**config.mk**
```make
export PLATFORM = sky130hd
export DESIGN_NAME = stopwake_ctrl
export DESIGN_NICKNAME = d
export VERILOG_FILES = /design/src/rtl/stopwake_pkg.sv /design/src/rtl/stopwake_cfg.sv /design/src/rtl/stopwake_fsm.sv /design/src/rtl/stopwake_timer.sv /design/src/rtl/stopwake_clkout.sv /design/src/rtl/stopwake_ctrl.sv
export SDC_FILE = /design/constraint.sdc
export NUM_CORES = 1
export LEC_CHECK = 0
export ABC_AREA = 0
export BUFFER_PORTS_ARGS = -buffer_cell sky130_fd_sc_hd__buf_2
export CAP_MARGIN = 15
export CELL_PAD_IN_SITES_DETAIL_PLACEMENT = 1
export CELL_PAD_IN_SITES_GLOBAL_PLACEMENT = 1
export CORE_ASPECT_RATIO = 0.9
export CORE_MARGIN = 10
export CORE_UTILIZATION = 39
export CTS_CLUSTER_SIZE = 24
export DETAILED_ROUTE_END_ITERATION = 16
export GPL_TIMING_DRIVEN = 0
export PLACE_DENSITY = 0.7
export SYNTH_ARGS = -nofsm -noshare
export SYNTH_HDL_FRONTEND = slang
export SYNTH_SLANG_ARGS = --single-unit
export TNS_END_PERCENT = 10
```
**constraint.sdc**
```tcl
create_clock -name clk -period 1.9 [get_ports clk]
set_input_delay 0.19 -clock clk [delete_from_list [all_inputs] [get_ports clk]]
set_output_delay 0.19 -clock clk [all_outputs]
set_load 0.01 [all_outputs]
```
**src/rtl/stopwake_pkg.sv**
```systemverilog
package stopwake_pkg;

   typedef enum logic [1:0] {
      PS_RUN  = 2'd0,
      PS_STOP = 2'd1,
      PS_WARM = 2'd2
   } pstate_e;

   typedef struct packed {
      logic [1:0] wu_sel;
      logic       hi_en;
      logic       lo_en;
      logic       clk_sel;
   } wake_cfg_t;

   localparam int CFG_W = $bits(wake_cfg_t);

endpackage

```
**src/rtl/stopwake_cfg.sv**
```systemverilog
module stopwake_cfg
   import stopwake_pkg::*;
#(
   parameter logic [1:0] RST_WU_SEL = 2'b01,
   parameter bit         RST_HI_EN  = 1'b1,
   parameter bit         RST_LO_EN  = 1'b0
) (
   input  logic      clk,
   input  logic      rst_n,
   input  logic      wr_en,
   input  wake_cfg_t wr_data,
   input  pstate_e   state_q,
   output wake_cfg_t cfg_q
);

   localparam wake_cfg_t CFG_RST = '{
      wu_sel:  RST_WU_SEL,
      hi_en:   RST_HI_EN,
      lo_en:   RST_LO_EN,
      clk_sel: 1'b0
   };

   // Writes are only taken in the running state, so the values seen at
   // the halt edge are the ones that govern the whole restart.
   logic accept;
   assign accept = wr_en && (state_q == PS_RUN);

   always_ff @(posedge clk or negedge rst_n) begin
      if (!rst_n)
         cfg_q <= CFG_RST;
      else if (accept)
         cfg_q <= wr_data;
   end

endmodule

```
**src/rtl/stopwake_fsm.sv**
```systemverilog
module stopwake_fsm
   import stopwake_pkg::*;
(
   input  logic    clk,
   input  logic    rst_n,
   input  logic    halt_req,
   input  logic    wake_irq,
   input  logic    warm_done,
   output pstate_e state_q,
   output logic    cnt_load,
   output logic    cnt_run,
   output logic    resume_pulse
);

   pstate_e state_d;

   always_comb begin
      state_d = state_q;
      unique case (state_q)
         PS_RUN:  if (halt_req)  state_d = PS_STOP;
         PS_STOP: if (wake_irq)  state_d = PS_WARM;
         PS_WARM: if (warm_done) state_d = PS_RUN;
         default:                state_d = PS_RUN;
      endcase
   end

   assign cnt_load = (state_q == PS_STOP) && wake_irq;
   assign cnt_run  = (state_q == PS_WARM);

   always_ff @(posedge clk or negedge rst_n) begin
      if (!rst_n) begin
         state_q      <= PS_RUN;
         resume_pulse <= 1'b0;
      end else begin
         state_q      <= state_d;
         resume_pulse <= (state_q == PS_WARM) && warm_done;
      end
   end

endmodule

```
**src/rtl/stopwake_timer.sv**
```systemverilog
module stopwake_timer #(
   parameter int EXP_SHORT = 8,
   parameter int EXP_MID   = 14,
   parameter int EXP_LONG  = 16,
   parameter bit COUNT_DOWN = 1'b1
) (
   input  logic       clk,
   input  logic       rst_n,
   input  logic       load,
   input  logic       run,
   input  logic       tick,
   input  logic [1:0] len_code,
   output logic       done
);

   localparam int CNT_W = EXP_LONG;
   localparam logic [CNT_W-1:0] ONES   = {CNT_W{1'b1}};
   localparam logic [CNT_W-1:0] LIM_S  = ONES >> (CNT_W - EXP_SHORT);
   localparam logic [CNT_W-1:0] LIM_M  = ONES >> (CNT_W - EXP_MID);
   localparam logic [CNT_W-1:0] LIM_L  = ONES;

   logic [CNT_W-1:0] lim;
   logic [CNT_W-1:0] cnt_q;
   logic             at_end;
   logic             step;

   // Reserved code 2'b00 falls back to the shortest length.
   always_comb begin
      unique case (len_code)
         2'b10:   lim = LIM_M;
         2'b11:   lim = LIM_L;
         default: lim = LIM_S;
      endcase
   end

   assign step = run && tick;
   assign done = step && at_end;

   generate
      if (COUNT_DOWN) begin : g_down
         always_ff @(posedge clk or negedge rst_n) begin
            if (!rst_n)
               cnt_q <= '0;
            else if (load)
               cnt_q <= lim;
            else if (step && !at_end)
               cnt_q <= cnt_q - 1'b1;
         end
         assign at_end = (cnt_q == '0);
      end else begin : g_up
         always_ff @(posedge clk or negedge rst_n) begin
            if (!rst_n)
               cnt_q <= '0;
            else if (load)
               cnt_q <= '0;
            else if (step && !at_end)
               cnt_q <= cnt_q + 1'b1;
         end
         assign at_end = (cnt_q == lim);
      end
   endgenerate

endmodule

```
**src/rtl/stopwake_clkout.sv**
```systemverilog
module stopwake_clkout
   import stopwake_pkg::*;
(
   input  pstate_e   state_q,
   input  wake_cfg_t cfg_q,
   input  logic      hi_osc_tick,
   input  logic      lo_osc_tick,
   output logic      src_tick,
   output logic      sys_clk_en,
   output logic      sys_clk_src,
   output logic      osc_hi_on,
   output logic      osc_lo_on
);

   logic dark;
   assign dark = (state_q == PS_STOP);

   assign sys_clk_en  = (state_q == PS_RUN);
   assign sys_clk_src = cfg_q.clk_sel;

   // The chosen source oscillator is always kept alive outside the
   // stopped state; the other follows its own enable bit.
   assign osc_hi_on = !dark && (cfg_q.hi_en || !cfg_q.clk_sel);
   assign osc_lo_on = !dark && (cfg_q.lo_en ||  cfg_q.clk_sel);

   assign src_tick = cfg_q.clk_sel ? lo_osc_tick : hi_osc_tick;

endmodule

```
**src/rtl/stopwake_ctrl.sv**
```systemverilog
module stopwake_ctrl
   import stopwake_pkg::*;
#(
   parameter int         EXP_SHORT  = 8,
   parameter int         EXP_MID    = 14,
   parameter int         EXP_LONG   = 16,
   parameter bit         COUNT_DOWN = 1'b1,
   parameter logic [1:0] RST_WU_SEL = 2'b01
) (
   input  logic       clk,
   input  logic       rst_n,
   input  logic       cfg_we,
   input  logic [1:0] cfg_wu_sel,
   input  logic       cfg_hi_en,
   input  logic       cfg_lo_en,
   input  logic       cfg_clk_sel,
   input  logic       halt_req,
   input  logic       wake_irq,
   input  logic       hi_osc_tick,
   input  logic       lo_osc_tick,
   output logic       sys_clk_en,
   output logic       sys_clk_src,
   output logic       osc_hi_on,
   output logic       osc_lo_on,
   output logic       resume_pulse
);

   generate
      if (!(EXP_SHORT > 0 && EXP_SHORT < EXP_MID && EXP_MID < EXP_LONG && EXP_LONG <= 30))
      begin : g_bad_exp
         $error("stopwake_ctrl: warm-up exponents must rise strictly within 1..30");
      end
   endgenerate

   wake_cfg_t wr_data;
   wake_cfg_t cfg_q;
   pstate_e   state_q;
   logic      cnt_load;
   logic      cnt_run;
   logic      warm_done;
   logic      src_tick;

   assign wr_data.wu_sel  = cfg_wu_sel;
   assign wr_data.hi_en   = cfg_hi_en;
   assign wr_data.lo_en   = cfg_lo_en;
   assign wr_data.clk_sel = cfg_clk_sel;

   stopwake_cfg #(
      .RST_WU_SEL (RST_WU_SEL),
      .RST_HI_EN  (1'b1),
      .RST_LO_EN  (1'b0)
   ) u_cfg (
      .clk     (clk),
      .rst_n   (rst_n),
      .wr_en   (cfg_we),
      .wr_data (wr_data),
      .state_q (state_q),
      .cfg_q   (cfg_q)
   );

   stopwake_fsm u_fsm (
      .clk          (clk),
      .rst_n        (rst_n),
      .halt_req     (halt_req),
      .wake_irq     (wake_irq),
      .warm_done    (warm_done),
      .state_q      (state_q),
      .cnt_load     (cnt_load),
      .cnt_run      (cnt_run),
      .resume_pulse (resume_pulse)
   );

   stopwake_timer #(
      .EXP_SHORT  (EXP_SHORT),
      .EXP_MID    (EXP_MID),
      .EXP_LONG   (EXP_LONG),
      .COUNT_DOWN (COUNT_DOWN)
   ) u_timer (
      .clk      (clk),
      .rst_n    (rst_n),
      .load     (cnt_load),
      .run      (cnt_run),
      .tick     (src_tick),
      .len_code (cfg_q.wu_sel),
      .done     (warm_done)
   );

   stopwake_clkout u_out (
      .state_q     (state_q),
      .cfg_q       (cfg_q),
      .hi_osc_tick (hi_osc_tick),
      .lo_osc_tick (lo_osc_tick),
      .src_tick    (src_tick),
      .sys_clk_en  (sys_clk_en),
      .sys_clk_src (sys_clk_src),
      .osc_hi_on   (osc_hi_on),
      .osc_lo_on   (osc_lo_on)
   );

endmodule

```
==> results by group <==
Synth
  – Synth warn: 0
  – Mux cell area share after synthesis: 0.0818
  – Largest family of logic cells by synthesized area: simple AND/OR/NAND/NOR gates
  – Post-Synth Adder-Cell Area: 0.00962
  – Post-synthesis compound-gate area fraction: 0.178
  – Top FF cell, synth: dfrtp_1
  – Synth Area in Simple Gates: 0.241
  – Top area cells in the synthesized netlist: dfrtp_1 (42%), a31oi_1 (4.3%), mux2_2 (4.3%)
  – Synth top area share: 0.423
  – Mapped Area: 1300 µm²
  – Post-synthesis sequential area ratio: 0.464
  – Number of distinct library cells after synthesis: 41
  – Number of synthesized flops with an enable pin: 0
  – Synth area leader: dfrtp_1
  – Post-Synth XOR/XNOR Area: 0
  – Most frequent cells after synthesis: dfrtp_1 (22), nor2_1 (14), a31oi_1 (9), nand2_1 (9), o21ai_0 (9)
  – Number of synthesized register bits: 24
  – Mean post-synth cell area: between 9 and 10 µm²
  – Post-Synthesis Cells: about 130
  – Synth Net Count: 146
  – Async S/R FF share, synth: 1.00
  – Count leader, synth: dfrtp_1

Clocking
  – Skew-Pair Late Insertion Delay: between 0.2 and 0.3 ns
  – CTS clk-pin slew, worst paths: around 0.09 ns
  – CTS tree: yes
  – Clock Path Buffers: 2
  – CTS root buf: clkbuf_8
  – CTS Sinks: 24
  – Number of clock buffers inserted by TritonCTS: 3
  – Max H-tree Level: 1

Detailed routing
  – Vias: 1179
  – Drt pass-1 iters: 4
  – Antenna Nets Post-Route: 0
  – Final wirelength: 3.56 mm
  – DR WL/cell: between 15 and 20 µm
  – Final routed DRC violation total: 0
  – Routed vias/inst: 5.78
  – DRT iter0 DRCs: 31

Final layout
  – Non-filler cells, final: 204
  – Fill count: about 370
  – Layout net count: 176
  – Final Util: 0.531
  – Area grow syn2layout: 28.3%
  – Footprint of the multi-input gates: 772 µm²
  – Inserted Diodes: 0
  – Layout cells sized above 1: 0.346
  – Register area: 604 µm²

Floorplanning
  – CORE AREA: 3140 µm²
  – Top-level port count: 17
  – Initial Utilization: 0.414
  – Die Wd: between 80 and 90 µm
  – Die outline area: 6050 µm²
  – Row count: 19
  – DIE HEIGHT: ~75 µm

Global routing
  – Vias in the first global route: 1189
  – Global-route wire length before repair: 5.83 mm
  – Global router's overall resource usage: 0.121
  – Total gr overflow: 0
  – Pin count of the biggest net entering global routing: 25
  – Antenna violations before repair: 0

STA
  – Setup ws final: -0.0297 ns
  – Final setup vio count: 2
  – Slew margin rel.: 0.620
  – RSZ-0062 raised after global routing: yes
  – Final hold vios: 0
  – Final slew viol count: 0
  – Skew final: 0.00270 ns
  – Fin crit period: 1.93 ns
  – Actual slew at the worst max-slew pin: about 0.57 ns
  – Fin Setup TNS: -0.0325 ns
  – Tcrit/Tclk final: 1.02
  – Max Freq: 518 MHz

Setup path
  – CP Data Arrival Time: between 2 and 2.5 ns
  – FF-to-FF path depth: 6
  – Critical Path, Cell by Cell: inv_2 > ha_4 > nor3b_4 > nand4_4 > or4b_4 > a31oi_2
  – Critical R2R Launch: u_timer.cnt_q[0]
  – RR Endpoint: u_timer.cnt_q[8]
  – Crit path depth: 6
  – Crit Path Class: reg2reg
  – Critical Path Start: u_timer.cnt_q[0]
  – Critical-path top delay cell: or4b_4
  – Critical path's top delay family: simple AND/OR/NAND/NOR gates
  – Crit end category: flip-flop
  – CP Capture Point: u_timer.cnt_q[8]
  – Setup crit start kind: flip-flop
  – Critical Path Fanout Max: 7
  – R2R Setup Slk: -0.03 ns
  – CP bufs+invs: 1
  – Crit path required time: 2.09 ns
  – Critical path's largest stage delay: 0.54 ns

Worst hold path
  – Min-Delay Path Class: in2reg

Power and ir drop
  – Leakage: 0.646 nW
  – Worst VDD drop: 0.626 mV
  – Clock Power Share: 0.175
  – Switch Pwr: 0.000766 W
  – Comb power frac: 0.356
  – Total power: 0.00201 W
  – Sw frac: 0.381
  – Reg power frac: 0.469
  – Pint: 0.00124 W
  – P per Cell Area: 1210 nW/µm²

Status
  – Failing checks: negative setup slack
  – Status: finished with violations

Placement
  – GP Congestion: 0.834
  – I/O Buffers: 16
  – Cell Count Post-Placement: 191
  – HPWL Detailed: 2.51 mm

Run
  – Max cap viols: 0
## worst register-to-register path, cell delays in order, from the launching register on
cell	delay, ns
dfrtp_1	0.44
inv_2	0.09
ha_4	0.15
nor3b_4	0.26
nand4_4	0.20
or4b_4	0.54
a31oi_2	0.18
## worst min-delay path by stage
stage | from | cells past startpoint | slack, ns | endpoint
floorplan | rst_n | 0 | -0.11 | u_cfg.cfg_q[0]
global placement | rst_n | 1 | 0.21 | u_timer.cnt_q[2]
detailed placement | rst_n | 1 | 0.21 | u_timer.cnt_q[2]
CTS | cfg_wu_sel[1] | 2 | 0.15 | u_cfg.cfg_q[4]
global route | cfg_wu_sel[1] | 2 | 0.14 | u_cfg.cfg_q[4]
finish | cfg_hi_en | 3 | 0.14 | u_cfg.cfg_q[2]
## routing by layer
layer | GRT usage | vias up | part of all wire
met4 | 0.0230 | 0 | 0.0048
met2 | 0.202 | 25 | 0.46
met3 | 0.0417 | 2 | 0.058
met1 | 0.148 | 586 | 0.47
li1 | - | 566 | -
met5 | 0 | - | 0
## power by group through the flow
stage | Combinational, W | Sequential [W] | Clock, W
2_1_floorplan | 0.000424 | 0.000863 | 0
3_3_place_gp | 0.000573 | 0.000898 | 0
3_5_place_dp | 0.000597 | 0.000908 | 0
4_1_cts | 0.000651 | 0.000904 | 0.000358
5_1_grt | 0.000810 | 0.000974 | 0.000385
6_report | 0.000716 | 0.000943 | 0.000352
## placed cells by master, fill, tap and decap left out, types with 2 or more instances in the layout
master / count
nand2b_1: 2
a31oi_1: 7
a21oi_1: 3
a211oi_1: 2
buf_4: 8
nor3_1: 3
clkbuf_1: 4
nor3_2: 2
o2111ai_1: 2
clkbuf_8: 4
inv_1: 3
mux2_2: 5
inv_2: 2
o31ai_1: 2
and2_1: 3
nor2_1: 14
mux2i_1: 5
nand2_1: 8
or4_4: 2
dfrtp_1: 21
dfstp_2: 2
nor2b_1: 2
buf_2: 16
o21ai_0: 8
nand4_1: 2
## state kept, by name, summed over array words and instances, names as in the netlist
signal / flops
u_fsm.resume_pulse: 1
u_cfg.cfg_q: 5
u_timer.cnt_q: 16
u_fsm.state_q: 2
## kinds of logic after synthesis
group / count (synthesis)
adder cells (fa/ha/maj): 1
AND/OR/NAND/NOR: 54
buffers and inverters: 9
multiplexers: 10
flip-flops: 24
AO/OA/AOI/OAI: 35
## area by class of cell
class,instances,share of cell area
Timing Repair Buffer,25,0.0900
Multi-Input combinational cell,100,0.463
Buffer,4,0.00900
Sequential cell,24,0.362
Inverter,5,0.0113
Clock buffer,4,0.0330
Tap cell,42,0.0315
## repair_timing
action | in CTS | in global routing
resized for setup | 8 | 13
hold buffers | 1 | 0
hold endpoints to repair | 22 | 0
pin swaps | 3 | 7
endpoints found under the setup margin | 11 | 16
buffers inserted | 6 | 2
## metrics by stage
step | worst slack [ns] | hold WS, ns | area [µm²]
2_1_floorplan | 0.0133 | -0.106 | 1300
6_report | -0.0297 | 0.141 | 1670
3_3_place_gp | -0.322 | 0.209 | 1430
3_5_place_dp | -0.434 | 0.208 | 1430
4_1_cts | -0.0634 | 0.147 | 1580
5_1_grt | -0.135 | 0.144 | 1670
Note: power is estimated with default switching activity, not from simulation.
